File: config.mk
export PLATFORM = sky130hd
export DESIGN_NAME = ppm_negotiator
export DESIGN_NICKNAME = d
export VERILOG_FILES = /design/src/rtl/ppm_pkg.sv /design/src/rtl/ppm_tick_gen.sv /design/src/rtl/ppm_status_eval.sv /design/src/rtl/ppm_negotiator.sv
export SDC_FILE = /design/constraint.sdc
export NUM_CORES = 1
export LEC_CHECK = 0
export ABC_AREA = 0
export BUFFER_PORTS_ARGS = -buffer_cell sky130_fd_sc_hd__buf_2
export CAP_MARGIN = 10
export CORE_UTILIZATION = 50
export DETAILED_ROUTE_END_ITERATION = 10
export GPL_ROUTABILITY_DRIVEN = 0
export PLACE_DENSITY = 0.83
export SLEW_MARGIN = 5
export SYNTH_ARGS = -nofsm -noshare
export SYNTH_HDL_FRONTEND = slang
export SYNTH_SLANG_ARGS = --single-unit
export TNS_END_PERCENT = 5
File: constraint.sdc
create_clock -name clk -period 3 [get_ports clk]
set_input_delay 0.3 -clock clk [delete_from_list [all_inputs] [get_ports clk]]
set_output_delay 0.3 -clock clk [all_outputs]
set_load 0.03 [all_outputs]
File: src/rtl/ppm_pkg.sv
package ppm_pkg;

    typedef enum logic [2:0] {
        PH_IDLE, PH_SETUP, PH_RESP, PH_STROBE, PH_ACKW, PH_TERM1, PH_TERM2
    } phase_e;

    typedef enum logic [2:0] {
        RES_NONE    = 3'd0,
        RES_OK      = 3'd1,
        RES_REJECT  = 3'd2,
        RES_TIMEOUT = 3'd3,
        RES_PROTO   = 3'd4,
        RES_REFUSED = 3'd5
    } res_e;

    // wire levels of the host control lines
    typedef struct packed {
        logic stb;
        logic afd;
        logic init;
        logic sel;
    } pins_t;

    localparam pins_t PINS_IDLE = '{stb: 1'b1, afd: 1'b1, init: 1'b1, sel: 1'b0};

    function automatic int max_of(input int a, input int b);
        return (a > b) ? a : b;
    endfunction

endpackage

File: src/rtl/ppm_tick_gen.sv
module ppm_tick_gen #(
    parameter int DIV_W = 16
) (
    input  logic             clk,
    input  logic             rst_n,
    input  logic             clr,
    input  logic [DIV_W-1:0] div,
    output logic             tick
);
    logic [DIV_W-1:0] cnt_d, cnt_q;

    assign tick = (cnt_q == div);

    always_comb begin
        cnt_d = cnt_q + 1'b1;
        if (clr || tick) cnt_d = '0;
    end

    always_ff @(posedge clk) begin
        if (!rst_n) cnt_q <= '0;
        else        cnt_q <= cnt_d;
    end
endmodule

File: src/rtl/ppm_status_eval.sv
module ppm_status_eval (
    input  logic st_nack,
    input  logic st_busy,
    input  logic st_perror,
    input  logic st_select,
    input  logic st_nfault,
    output logic resp_seen,
    output logic nack_high,
    output logic term_seen
);
    // peripheral answers the mode request as an enhanced-capable device
    assign resp_seen = st_perror && st_select && st_nfault && !st_nack;
    assign nack_high = st_nack;
    // peripheral acknowledges the termination request
    assign term_seen = st_busy && st_nfault && !st_nack;
endmodule

File: src/rtl/ppm_negotiator.sv
module ppm_negotiator
    import ppm_pkg::*;
#(
    parameter int DIV_W        = 16,
    parameter int SETUP_TICKS  = 1,
    parameter int RESP_TICKS   = 6,
    parameter int STROBE_TICKS = 1,
    parameter int ACK_TICKS    = 7,
    parameter int TERM1_TICKS  = 7,
    parameter int TERM2_TICKS  = 6,
    parameter logic [7:0] NIBBLE_CODE = 8'h00
) (
    input  logic             clk,
    input  logic             rst_n,
    input  logic [DIV_W-1:0] tick_div,
    input  logic             start_req,
    input  logic [7:0]       mode_code,
    input  logic             term_req,
    input  logic             st_nack,
    input  logic             st_busy,
    input  logic             st_perror,
    input  logic             st_select,
    input  logic             st_nfault,
    output logic             n_strobe,
    output logic             n_autofd,
    output logic             n_init,
    output logic             n_selectin,
    output logic [7:0]       data_out,
    output logic             busy,
    output logic             done,
    output logic [2:0]       result,
    output logic             enh_active,
    output logic [7:0]       active_code
);
    localparam int MAX_TICKS = max_of(max_of(max_of(SETUP_TICKS, RESP_TICKS),
                                             max_of(STROBE_TICKS, ACK_TICKS)),
                                      max_of(TERM1_TICKS, TERM2_TICKS));
    localparam int TCNT_W = $clog2(MAX_TICKS + 1);
    localparam logic [TCNT_W-1:0] LIM_SETUP  = TCNT_W'(SETUP_TICKS - 1);
    localparam logic [TCNT_W-1:0] LIM_RESP   = TCNT_W'(RESP_TICKS - 1);
    localparam logic [TCNT_W-1:0] LIM_STROBE = TCNT_W'(STROBE_TICKS - 1);
    localparam logic [TCNT_W-1:0] LIM_ACK    = TCNT_W'(ACK_TICKS - 1);
    localparam logic [TCNT_W-1:0] LIM_TERM1  = TCNT_W'(TERM1_TICKS - 1);
    localparam logic [TCNT_W-1:0] LIM_TERM2  = TCNT_W'(TERM2_TICKS - 1);

    typedef struct packed {
        phase_e            phase;
        pins_t             pins;
        logic [7:0]        data;
        logic [TCNT_W-1:0] tcnt;
        logic              done;
        res_e              res;
        logic              enh;
        logic [7:0]        code;
    } regs_t;

    regs_t r_d, r_q;
    logic  tick, tick_clr;
    logic  resp_seen, nack_high, term_seen;

    ppm_tick_gen #(.DIV_W(DIV_W)) tick_i (
        .clk (clk),
        .rst_n (rst_n),
        .clr (tick_clr),
        .div (tick_div),
        .tick (tick)
    );

    ppm_status_eval eval_i (
        .st_nack (st_nack),
        .st_busy (st_busy),
        .st_perror (st_perror),
        .st_select (st_select),
        .st_nfault (st_nfault),
        .resp_seen (resp_seen),
        .nack_high (nack_high),
        .term_seen (term_seen)
    );

    always_comb begin
        r_d      = r_q;
        r_d.done = 1'b0;
        unique case (r_q.phase)
            PH_IDLE: begin
                if (term_req) begin
                    r_d.pins  = PINS_IDLE;
                    r_d.phase = PH_TERM1;
                end else if (start_req) begin
                    if (r_q.pins.sel) begin
                        r_d.done = 1'b1;
                        r_d.res  = RES_REFUSED;
                    end else begin
                        r_d.data  = mode_code;
                        r_d.phase = PH_SETUP;
                    end
                end
            end
            PH_SETUP: begin
                if (tick && r_q.tcnt == LIM_SETUP) begin
                    r_d.pins.sel = 1'b1;
                    r_d.pins.afd = 1'b0;
                    r_d.phase    = PH_RESP;
                end
            end
            PH_RESP: begin
                if (resp_seen) begin
                    r_d.pins.stb = 1'b0;
                    r_d.phase    = PH_STROBE;
                end else if (tick && r_q.tcnt == LIM_RESP) begin
                    r_d.pins  = PINS_IDLE;
                    r_d.done  = 1'b1;
                    r_d.res   = RES_TIMEOUT;
                    r_d.phase = PH_IDLE;
                end
            end
            PH_STROBE: begin
                if (tick && r_q.tcnt == LIM_STROBE) begin
                    r_d.pins.stb = 1'b1;
                    r_d.pins.afd = 1'b1;
                    r_d.phase    = PH_ACKW;
                end
            end
            PH_ACKW: begin
                if (nack_high) begin
                    r_d.done  = 1'b1;
                    r_d.phase = PH_IDLE;
                    if (r_q.data == NIBBLE_CODE || st_select) begin
                        r_d.res  = RES_OK;
                        r_d.enh  = 1'b1;
                        r_d.code = r_q.data;
                    end else begin
                        r_d.res  = RES_REJECT;
                        r_d.pins = PINS_IDLE;
                    end
                end else if (tick && r_q.tcnt == LIM_ACK) begin
                    r_d.pins  = PINS_IDLE;
                    r_d.done  = 1'b1;
                    r_d.res   = RES_PROTO;
                    r_d.phase = PH_IDLE;
                end
            end
            PH_TERM1: begin
                if (term_seen) begin
                    r_d.pins.afd = 1'b0;
                    r_d.phase    = PH_TERM2;
                end else if (tick && r_q.tcnt == LIM_TERM1) begin
                    r_d.done  = 1'b1;
                    r_d.res   = RES_PROTO;
                    r_d.enh   = 1'b0;
                    r_d.code  = '0;
                    r_d.phase = PH_IDLE;
                end
            end
            PH_TERM2: begin
                if (nack_high || (tick && r_q.tcnt == LIM_TERM2)) begin
                    r_d.pins.afd = 1'b1;
                    r_d.done     = 1'b1;
                    r_d.res      = nack_high ? RES_OK : RES_PROTO;
                    r_d.enh      = 1'b0;
                    r_d.code     = '0;
                    r_d.phase    = PH_IDLE;
                end
            end
            default: r_d.phase = PH_IDLE;
        endcase

        if (r_d.phase != r_q.phase)      r_d.tcnt = '0;
        else if (tick && r_q.phase != PH_IDLE) r_d.tcnt = r_q.tcnt + 1'b1;
    end

    assign tick_clr = (r_d.phase != r_q.phase);

    always_ff @(posedge clk) begin
        if (!rst_n) begin
            r_q       <= '0;
            r_q.phase <= PH_IDLE;
            r_q.pins  <= PINS_IDLE;
            r_q.res   <= RES_NONE;
        end else begin
            r_q <= r_d;
        end
    end

    assign n_strobe    = r_q.pins.stb;
    assign n_autofd    = r_q.pins.afd;
    assign n_init      = r_q.pins.init;
    assign n_selectin  = r_q.pins.sel;
    assign data_out    = r_q.data;
    assign busy        = (r_q.phase != PH_IDLE);
    assign done        = r_q.done;
    assign result      = r_q.res;
    assign enh_active  = r_q.enh;
    assign active_code = r_q.code;

    AST_REFUSE_IMMEDIATE: assert property (@(posedge clk) disable iff (!rst_n)
        (!busy && !term_req && start_req && n_selectin) |=> (done && result == RES_REFUSED && n_selectin));
    AST_RESP_WINDOW: assert property (@(posedge clk) disable iff (!rst_n)
        (r_q.phase == PH_RESP) |-> (r_q.tcnt < TCNT_W'(RESP_TICKS)));
    AST_STROBE_WITH_SELECT: assert property (@(posedge clk) disable iff (!rst_n)
        !n_strobe |-> (n_selectin && !n_autofd));
    AST_ENH_ONLY_ON_OK: assert property (@(posedge clk) disable iff (!rst_n)
        $rose(enh_active) |-> (done && result == RES_OK));
    AST_DONE_AUTOFD_HIGH: assert property (@(posedge clk) disable iff (!rst_n)
        done |-> (n_autofd && n_strobe));
    AST_TERM_CLEARS_MODE: assert property (@(posedge clk) disable iff (!rst_n)
        (done && ($past(r_q.phase) == PH_TERM1 || $past(r_q.phase) == PH_TERM2))
        |-> (!enh_active && active_code == 8'h00));
endmodule

==> flow_summary_export.csv <==
group,metric,value,unit
sta,fin_skew,0.00562,ns
clocking,clkTransAtPathRegs,0.09,ns
sta,setup_violations,0,
synthesis,ys_types,51,
sta,finalCritPeriodShare,0.855,
power,pwr-share-clk,0.340,
synthesis,yosysSeqAreaShare,0.347,
synthesis,syn-num-nets,375,
synthesis,yosysWarningCount,0,
power,switching_share,0.282,
critical_path,cp_top_family,"simple AND/OR/NAND/NOR gates",
sta,setup_tns,0,ns
detailed_routing,wl,6210,um
floorplan,die_x,75.7,um
clocking,cts_buffers,5,
placed_design,portBuffers,58,
critical_path,crit_path_max_fanout,21,
clocking,cts_buffer_depth,2,
clocking,cts_setup_buffers,0,
clocking,clk-insertion-delay-late,0.30,ns
critical_path,setup.worst_path.class,"reg2reg",
floorplan,start_util,0.525,
sta,rsz0062_at_grt,"false",
outcome,status,"finished, final reports clean",
clocking,cts_tree,"done",
critical_path,crit_path_top_delay_cell,"dfxtp_1",
critical_path,cp_num_buf_inv,1,
critical_path,crit_arrival,2.79,ns
power,vdd_drop_max,0.255,mV
synthesis,synth_area_per_cell,8.05,sq um
layout,diodes,0,
global_route,grt_pass1_wl,10100,um
clocking,h-tree-depth,2,
sta,slew_headroom,0.499,
critical_path,path_cells,"nand2_1, nor3_1, o21ai_0, nand2_1, buf_4, nand2_1, a21oi_1",
global_route,grt_max_degree,27,
layout,layout.nets,415,
detailed_routing,firstDrtPassIters,5,
global_route,track_usage,0.231,
detailed_routing,wl_per_cell,13.9,um
synthesis,synthArstFlopShare,0,
sta,worst_pin_slew,0.745,ns
power,p_comb_frac,0.182,
power,p_int,0.00101,W
placed_design,hpwlAfterDp,4650,um
critical_path,r2r-start,"r_q[30]",
synthesis,synth_top_area_frac,0.347,
detailed_routing,vias,2510,
critical_path,cp_data_required_time,3.23,ns
power,leakagePower,1.33,nW
worst_hold_path,hold_depth,3,
worst_hold_path,hp-class,"in2reg",
clocking,cts_sinks,47,
detailed_routing,postRouteAntennaNets,0,
layout,drive_above_1_share,0.204,
worst_hold_path,worstHoldEndpoint,"data_out[3]",
clocking,cts_hold_buf,0,
synthesis,synth_common_cells,"dfxtp_1, nand2_1, nor2_1",
power,p_per_area,462,mW/mm^2
detailed_routing,via_per_inst,5.60,
critical_path,start_kind,"flip-flop",
critical_path,path_common_cell,"nand2_1",
synthesis,synth_top_area_cell,"dfxtp_1",
synthesis,netlist_area,0.00271,sq mm
synthesis,synthCells,337,
power,p_sw,0.000398,W
global_route,overflow,0,
layout,synthToLayoutAreaGrowth,12.3,%
floorplan,rows,26,
sta,fin_crit,2.56,ns
placed_design,dp_slack,0.474,ns
run,maxCapViolCount,0,
clocking,cts.repair.resized,0,
sta,hold_viol,0,
power,seqPwrFrac,0.478,
sta,setup_ws,0.435,ns
critical_path,reg2reg_to,"active_code[7]",
floorplan,die_h,75.7,um
sta,max_freq,0.390,GHz
synthesis,synth.most_common_cell,"dfxtp_1",
layout,fillers,471,
detailed_routing,route.detailed.drc,0,
critical_path,ff2ff_path_depth,7,
synthesis,synth-edff-count,0,
synthesis,yosys-top-cells-area,"dfxtp_1, xor2_1, nand2_1",
detailed_routing,drt_iter0_markers,308,
global_route,grt_pass1_vias,2214,
critical_path,critical_path.max_stage_delay,0.77,ns
worst_hold_path,hold_start,"mode_code[3]",
floorplan,die_area,0.00573,sq mm
global_route,antenna_found_initial,0,
sta,slew_violations,0,
floorplan,design.core.area,0.00517,sq mm
critical_path,rrSetupSlack,0.44,ns
synthesis,yosys_register_bits,47,
critical_path,critPathCaptureType,"flip-flop",
clocking,root_buffer,"clkbuf_8",
floorplan,ioPinCount,59,
synthesis,synth_ff_type,"dfxtp_1",
logic make-up (layout without fill, tap and decap cells):
kind of cell | Yosys count | count (layout) | synth area share
xor+xnor | 33 | 33 | 0.107
simple gates | 153 | 153 | 0.275
buf+inv | 38 | 79 | 0.0857
flops | 47 | 47 | 0.347
mux | 11 | 11 | 0.0410
fa+ha+maj | 5 | 5 | 0.0231
compound gates | 50 | 50 | 0.122
how the worst max path moves through the flow:
stage,from,end,slack (ns),depth (start not counted)
3_3_place_gp,tick_div[15],tick_i.cnt_q[3],0.54,9
2_1_floorplan,tick_i.cnt_q[7],r_q[15],0.91,9
6_report,r_q[30],active_code[7],0.44,7
4_1_cts,tick_i.cnt_q[15],tick_i.cnt_q[3],0.48,8
5_1_grt,r_q[28],n_autofd,0.25,6
3_5_place_dp,tick_div[15],tick_i.cnt_q[3],0.47,9
flip-flops by register name (all words and copies together), names as in the netlist:
| register | cells |
|---|---|
| active_code | 8 |
| enh_active | 1 |
| data_out | 8 |
| n_selectin | 1 |
| n_init | 1 |
| result | 3 |
| done | 1 |
| n_strobe | 1 |
| r_q | 6 |
| tick_i.cnt_q | 16 |
| n_autofd | 1 |
metrics by stage:
stage | total power, W | cells | hold slack (ns) | utilization | area, sq um
floorplan | 0.000876 | 337 | 0.416 | - | 2710
global placement | 0.000933 | 440 | 0.438 | 0.567 | 2930
detailed placement | 0.000939 | 440 | 0.446 | 0.567 | 2930
CTS | 0.00142 | 448 | 0.227 | 0.589 | 3050
global route | 0.00147 | 448 | 0.238 | 0.589 | 3050
finish | 0.00141 | 448 | 0.230 | 0.589 | 3050
worst min-delay path: stages:
cell and delay, ns:
buf_2 0.07, mux2i_1 0.05, nor2_1 0.08
metal layers:
metal  part of all wire  up-vias  track usage  routed length [um]
met3              0.081        7       0.0542                 503
met5                  0        -            0                   0
li1                   -     1245            -                   -
met4              0.013        0        0.103                  78
met1               0.44     1127        0.298                2750
met2               0.46      131        0.367                2880
cell type report:
cell class / instances / area [sq um] / share of cell area
repair buffers: 64 / 335 / 0.110
multi-input cells: 252 / 1540 / 0.505
inverters: 7 / 26.3 / 0.00862
well taps: 70 / 87.6 / 0.0287
clock inverters: 2 / 35.0 / 0.0115
clock buffers: 6 / 82.6 / 0.0271
flip-flops and latches: 47 / 941 / 0.309
power groups by stage:
| stage | Sequential (W) | Clock, W | Combinational (W) |
|---|---|---|---|
| 4_1_cts | 0.000672 | 0.000490 | 0.000254 |
| 3_5_place_dp | 0.000687 | 0 | 0.000252 |
| 2_1_floorplan | 0.000680 | 0 | 0.000196 |
| 5_1_grt | 0.000678 | 0.000513 | 0.000281 |
| 3_3_place_gp | 0.000686 | 0 | 0.000247 |
| 6_report | 0.000674 | 0.000480 | 0.000256 |
layout by cell type (no fill, tap or decap), drive strengths merged, types with 2 or more instances in the layout:
| cell type | n |
|---|---|
| a31oi | 6 |
| buf | 64 |
| clkbuf | 6 |
| mux2i | 10 |
| xor2 | 24 |
| o21bai | 2 |
| and3 | 9 |
| nand4 | 5 |
| nor2 | 42 |
| o21ai | 7 |
| xnor2 | 9 |
| clkinv | 2 |
| o211ai | 2 |
| a21oi | 14 |
| ha | 5 |
| a311oi | 3 |
| o22ai | 3 |
| nor2b | 3 |
| inv | 6 |
| nor4 | 8 |
| nand3 | 21 |
| nor3 | 6 |
| nand2b | 3 |
| dfxtp | 47 |
| nand2 | 45 |
| o31ai | 4 |
| nor3b | 2 |
(Power assumes the default switching activity.)
